==> src/rtl/spf_pkg.sv <==
package spf_pkg;

    localparam int BYTE_W = 8;

    typedef struct packed {
        logic [BYTE_W-1:0] data;
        logic              sop;
        logic              eop;
        logic              err;
    } spf_entry_t;

    typedef enum logic [1:0] {
        CLS_IDLE  = 2'd0,
        CLS_START = 2'd1,
        CLS_CONT  = 2'd2,
        CLS_STRAY = 2'd3
    } spf_cls_t;

    function automatic spf_cls_t spf_classify(input logic en_n,
                                              input logic sop,
                                              input logic open_pkt);
        if (en_n)          return CLS_IDLE;
        else if (sop)      return CLS_START;
        else if (open_pkt) return CLS_CONT;
        else               return CLS_STRAY;
    endfunction

endpackage

==> src/rtl/spf_framer.sv <==
module spf_framer
    import spf_pkg::*;
(
    input  logic              clk,
    input  logic              rst,
    input  logic              en_n,
    input  logic              sop,
    input  logic              eop,
    input  logic              err,
    input  logic [BYTE_W-1:0] data,
    output logic              st_valid,
    output spf_entry_t        st_entry,
    output logic              st_abort,
    output logic              st_stray
);
    logic     open_pkt;
    spf_cls_t cls;

    always_comb cls = spf_classify(en_n, sop, open_pkt);

    always_ff @(posedge clk) begin
        if (rst) begin
            open_pkt <= 1'b0;
            st_valid <= 1'b0;
            st_abort <= 1'b0;
            st_stray <= 1'b0;
            st_entry <= '0;
        end else begin
            st_valid <= (cls == CLS_START) || (cls == CLS_CONT);
            st_abort <= (cls == CLS_START) && open_pkt;
            st_stray <= (cls == CLS_STRAY);
            st_entry <= '{data: data, sop: (cls == CLS_START),
                          eop: eop, err: eop & err};
            if ((cls == CLS_START) || (cls == CLS_CONT))
                open_pkt <= !eop;
        end
    end
endmodule

==> src/rtl/spf_holdback.sv <==
module spf_holdback
    import spf_pkg::*;
(
    input  logic       clk,
    input  logic       rst,
    input  logic       st_valid,
    input  spf_entry_t st_entry,
    input  logic       st_abort,
    output logic       wr,
    output spf_entry_t wentry
);
    logic       held_v;
    spf_entry_t held;

    always_ff @(posedge clk) begin
        if (rst) begin
            held_v <= 1'b0;
            held   <= '0;
            wr     <= 1'b0;
            wentry <= '0;
        end else begin
            wr <= 1'b0;
            if (st_valid) begin
                if (held_v) begin
                    wr     <= 1'b1;
                    wentry <= held;
                    if (st_abort) begin
                        wentry.eop <= 1'b1;
                        wentry.err <= 1'b1;
                    end
                end
                held   <= st_entry;
                held_v <= 1'b1;
            end else if (held_v && held.eop) begin
                wr     <= 1'b1;
                wentry <= held;
                held_v <= 1'b0;
            end
        end
    end
endmodule

==> src/rtl/spf_avail.sv <==
module spf_avail #(
    parameter int FREE_W = 10
) (
    input  logic              clk,
    input  logic              rst,
    input  logic [FREE_W-1:0] free_cnt,
    input  logic [FREE_W-1:0] thresh,
    output logic              avail
);
    always_ff @(posedge clk) begin
        if (rst) avail <= 1'b0;
        else     avail <= (free_cnt >= thresh);
    end
endmodule

==> src/rtl/spf_tx_rx.sv <==
module spf_tx_rx
    import spf_pkg::*;
#(
    parameter int FREE_W = 10
) (
    input  logic              clk,
    input  logic              rst,
    input  logic              tx_en_n,
    input  logic              tx_sop,
    input  logic              tx_eop,
    input  logic              tx_err,
    input  logic [BYTE_W-1:0] tx_data,
    input  logic [FREE_W-1:0] fifo_free,
    input  logic [FREE_W-1:0] avail_thresh,
    output logic              fifo_wr,
    output logic [BYTE_W-1:0] fifo_wdata,
    output logic              fifo_wsop,
    output logic              fifo_weop,
    output logic              fifo_werr,
    output logic              pkt_avail,
    output logic              frame_err
);
    logic       st_valid, st_abort, st_stray;
    spf_entry_t st_entry, wentry;

    spf_framer u_framer (
        .clk(clk), .rst(rst), .en_n(tx_en_n), .sop(tx_sop), .eop(tx_eop),
        .err(tx_err), .data(tx_data), .st_valid(st_valid),
        .st_entry(st_entry), .st_abort(st_abort), .st_stray(st_stray)
    );

    spf_holdback u_hold (
        .clk(clk), .rst(rst), .st_valid(st_valid), .st_entry(st_entry),
        .st_abort(st_abort), .wr(fifo_wr), .wentry(wentry)
    );

    spf_avail #(.FREE_W(FREE_W)) u_avail (
        .clk(clk), .rst(rst), .free_cnt(fifo_free), .thresh(avail_thresh),
        .avail(pkt_avail)
    );

    assign frame_err  = st_stray;
    assign fifo_wdata = wentry.data;
    assign fifo_wsop  = wentry.sop;
    assign fifo_weop  = wentry.eop;
    assign fifo_werr  = wentry.err;
endmodule

==> config.mk <==
export PLATFORM = sky130hd
export DESIGN_NAME = spf_tx_rx
export DESIGN_NICKNAME = d
export VERILOG_FILES = /design/src/rtl/spf_pkg.sv /design/src/rtl/spf_framer.sv /design/src/rtl/spf_holdback.sv /design/src/rtl/spf_avail.sv /design/src/rtl/spf_tx_rx.sv
export SDC_FILE = /design/constraint.sdc
export NUM_CORES = 1
export LEC_CHECK = 0
export BUFFER_PORTS_ARGS = -buffer_cell sky130_fd_sc_hd__buf_2
export CORE_ASPECT_RATIO = 0.6
export CORE_MARGIN = 4
export CORE_UTILIZATION = 45
export DETAILED_ROUTE_END_ITERATION = 10
export GPL_ROUTABILITY_DRIVEN = 0
export GPL_TIMING_DRIVEN = 0
export PLACE_DENSITY = 0.72
export SETUP_SLACK_MARGIN = 0.3
export SYNTH_ARGS = -nofsm -noshare
export SYNTH_HDL_FRONTEND = slang
export SYNTH_SLANG_ARGS = --single-unit
==> constraint.sdc <==
create_clock -name clk -period 1.77 [get_ports clk]
set_input_delay 0.177 -clock clk [delete_from_list [all_inputs] [get_ports clk]]
set_output_delay 0.177 -clock clk [all_outputs]
set_load 0.03 [all_outputs]
Yosys cells after proc, flatten, opt, wreduce, memory -nomap -nowiden --
Cells that the tools add are included.
Storage, ports and cells: bits in registers 40, input bits 34, output and inout bits 14
Cells by class: $lt $le $gt $ge 1, equality and inequality tests 4, mux-type cells 12, bitwise operators 1, reduce and logical (&&, ||, !) cells 6
Operator list (count):
- 11-bit 2-to-1 mux | 3
- 10-bit >= comparator | 1
- 1-bit 2-to-1 mux | 6
- 2-bit 2-to-1 mux | 3
- 2-bit == test (second input constant) | 2
- 2-bit by 1-bit == test with 1-bit output (second input constant) | 1
- 1-bit logical AND | 2
- 2-bit by 1-bit != test with 1-bit output (second input constant) | 1
- 2-bit AND reduction | 1
- 2-bit nonzero test | 1
- 1-bit bitwise AND | 1
- 1-bit zero test | 1
- 1-bit logical OR | 1

Depth between registers and ports, before layout --
depth in word-level cells 5, mapped depth 6, mapped depth without buffers 6

By module --
From an unflattened synthesis, not the netlist that was laid out.
Unflattened totals: cells, all modules 161, area total of the unflattened synthesis 1632.8 sq um
Modules (own cells, without submodules):
- spf_holdback | times used 1, cells each 91, area an instance 910.9 sq um, seq. area each 480.5 sq um
- spf_framer | times used 1, cells each 36, area an instance 446.7 sq um, seq. area each 300.3 sq um
- spf_avail | times used 1, cells each 34, area an instance 275.3 sq um, seq. area each 20.0 sq um

Worst setup path before layout --
OpenSTA, ideal clock, no wires.
path kind input to register, start point input fifo_free[0], end point register u_avail.avail, setup time 132 ps, data arrival time 1175 ps, data required time 1638 ps, setup slack 463 ps, cell stages on the path 6, buffers on the path 0, path through inv_1 ha_1 nand2b_4 a21o_1 a2111oi_2 nor3_1
On the way: word-level cells in the longest chain between the ends 1
Ends and longest elaborated chain:
- start, declared | line spf_tx_rx.sv:13 | input logic [FREE_W-1:0] fifo_free,
- 10-bit >= comparator | line spf_avail.sv:12 | else avail <= (free_cnt >= thresh);
- end signal, assigned | line spf_avail.sv:12
- end, declared | line spf_avail.sv:8 | output logic avail
Every way passes these cells. A chain may end at the register's enable or synchronous reset.

Final worst setup path --
Ends and elaborated chain as after synthesis.

==> qor.txt <==
Clock-pin slew on the worst setup and hold paths: 0.07 ns
CTS tree: yes
CP Class: primary input to flop
Max Transition Viols Final: 0
Worst vdd rail ir drop: 511 uV
Gate Count Post-Synth: 163
Final clock skew: 0.00499 ns
CP startpoint kind: primary input
Logic gate share of total power: 11.7%
N_diodes: 0
Post-Syn Area per Cell: 9.53 um2
Nets@finish: 262
Residual DRC count: 0
Routed len/inst: 11.3 um
I/O Buffers: 47
Vias: 1209
CP max stage delay: 0.34 ns
Dpl hpwl: 2270 um
P_int: 1.35 mW
RSZ-0062 raised after global routing: no
FF-to-FF path depth: 5
Pin count of the biggest net entering global routing: 13
Crit end category: flop
Final setup viols: 0
Fin. Hold Viols: 0
Worst skew pair latency: 0.29 ns
Clock share of power: 34.6%
Post-Route WL: 2960 um
Max Clk Rate: 0.896 GHz
Clk buf depth: 2
Netlist cell types: 24
Post-Route Setup TNS: 0 ns
Sw Ratio: 24.1%
Drt pass-1 iters: 4
Cells on Worst Hold Path: 2
Status: finished clean
Yosys reg bits: 40
Critical Path RT: 1.94 ns
Initial core utilization: 47.3%
Finished Core Util: 59.0%
PnR worst setup slack: 0.654 ns
Fin crit share: 63.1%
Clock root cell: clkbuf_8
Synth warnings: 0
First-pass GRT wire length: 5000 um
Arr. time, crit path: 1.29 ns
CTS resizes: 0
P_sw: 0.428 mW
Pwr dens: 915 nW/um2
Buf/Inv on CP: 2
Number of max-cap violations: 0
Fin area: 1940 um2
Num CTS Buffers: 5
Area of the die: 4490 um2
Part of the Yosys area used for sequential elements: 51.5%
H-tree levels: 2
CTS Hold Bufs: 0
Critical path depth: 7
Core ar.: 3280 um2
Layout cells sized above 1: 28.4%
Die width: 83.9 um
Worst Max-Slew Pin Slew: 0.457 ns
Family with the most delay on the worst path: compound AO/OA/AOI/OAI gates
Sequential Power Share: 53.7%
Type of the worst min-delay path: primary input to flop
Rel. slew slack: 69.5%
Synthesized area: 1550 um2
Pleak: 0.913 nW
Clock sink count: 40
Via density: 4.60
Setup Buffers After CTS: 0
GRT Total Usage: 14.6%
Worst-path maximum fanout: 1
Critical path's slowest cell: a2111oi_2
Worst R2R Setup Slack: 0.67 ns
DP Worst Slack: 0.324 ns
Cell Chain, Critical Path: buf_2 -> inv_1 -> ha_1 -> nand2b_4 -> a21o_1 -> a2111oi_2 -> nor3_1
DRT antenna net count: 0
Area Growth Syn to Fin: 24.7%
I/O pin cnt: 48
Biggest regs: u_framer.st_entry: 11 flops, u_hold.held: 11 flops, u_hold.wentry: 11 flops
Final Critical Period: 1.12 ns
Net Count, Synth: 208
Starting DRT DRC Count: 58
Die Span Y: 53.5 um
Initial antenna violation count: 0
Vias in the first global route: 1163
Placed cell area: 1850 um2
Total grt overflow: 0
Rows: 16
==> power by group through the flow <==
stage	clock network (mW)	logic, mW	registers (mW)
after CTS	0.629	0.211	0.952
after global placement	0	0.206	0.972
after floorplan	0	0.127	0.981
after detailed placement	0	0.210	0.972
after global routing	0.673	0.237	0.955
final	0.614	0.208	0.952
==> per-stage QoR <==
stage / power, mW / hold WS [ns] / std cells
after global placement: 1.18 / 0.355 / 255
after detailed placement: 1.18 / 0.359 / 255
after floorplan: 1.11 / 0.256 / 163
after global routing: 1.87 / 0.0586 / 263
final: 1.77 / 0.0487 / 263
after CTS: 1.79 / 0.0442 / 263
==> Yosys cell counts <==
cell,number,area (um2)
buf_1,2,7.51
buf_2,2,10.0
clkbuf_1,1,3.75
o22ai_1,1,6.26
a2111oi_2,1,15.0
a21oi_1,13,65.1
dfxtp_1,40,801
a211oi_1,4,30.0
buf_4,3,22.5
nor2_1,18,67.6
nand2_1,20,75.1
ha_1,11,138
and2_1,2,12.5
a41oi_1,1,8.76
o21a_1,1,7.51
nand2b_4,1,13.8
o21ai_0,1,5.00
and4_1,1,8.76
nor3_1,3,15.0
o21ai_1,2,10.0
mux2i_1,11,110
a21o_1,1,7.51
nor2b_1,11,68.8
inv_1,12,45.0
==> final timing paths <==
path / from / end
hold reg to reg: u_hold.wentry[8] / u_hold.wentry[8]
setup reg to reg: u_framer.st_valid / u_hold.wentry[6]
hold / removal: rst / u_framer.st_entry[1]
setup / recovery: fifo_free[0] / u_avail.avail
==> per-layer routing <==
layer / wire (um) / track usage (%) / up-vias / part of all wire [%]
li1: - / - / 642 / -
met1: 1530 / 18.9 / 536 / 52
met2: 1240 / 22.7 / 27 / 42
met3: 148 / 4.98 / 4 / 5.0
met4: 44 / 5.61 / 0 / 1.5
met5: 0 / 0 / - / 0
==> kinds of logic (layout without fill, tap and decap cells) <==
group                      count (synthesis)  count (layout)  share of synthesized area, %
AOI/OAI and AO/OA                         25              25                          9.98
adders and majority gates                 11              11                          8.86
buffers and inverters                     20              75                          5.72
DFF                                       40              40                          51.5
muxes                                     11              11                          7.09
and+or+nand+nor                           56              56                          16.8
==> layout make-up <==
class	count	area, um2
Buffer	8	43.8
Clock buffer	6	82.6
Clock inverter	2	10.0
Fill cell	311	1350
Inverter	12	45.0
Multi-Input combinational cell	103	664
Sequential cell	40	801
Tap cell	45	56.3
Timing Repair Buffer	47	235
==> cell usage in the layout, fill, tap and decap left out, types with 4 or more instances in the layout <==
cell type	n
nor2_1	18
buf_2	49
nor2b_1	11
a211oi_1	4
mux2i_1	11
inv_1	12
dfxtp_1	40
nand2_1	20
clkbuf_8	6
a21oi_1	13
ha_1	11
==> worst register-to-register path, cell delays in order, from the launching register on <==
cell     delay [ns]
dfxtp_1        0.30
buf_4          0.16
o21a_1         0.18
buf_2          0.18
nand2_1        0.10
a21oi_1        0.06
No activity file was read; power rests on OpenSTA's default activity.
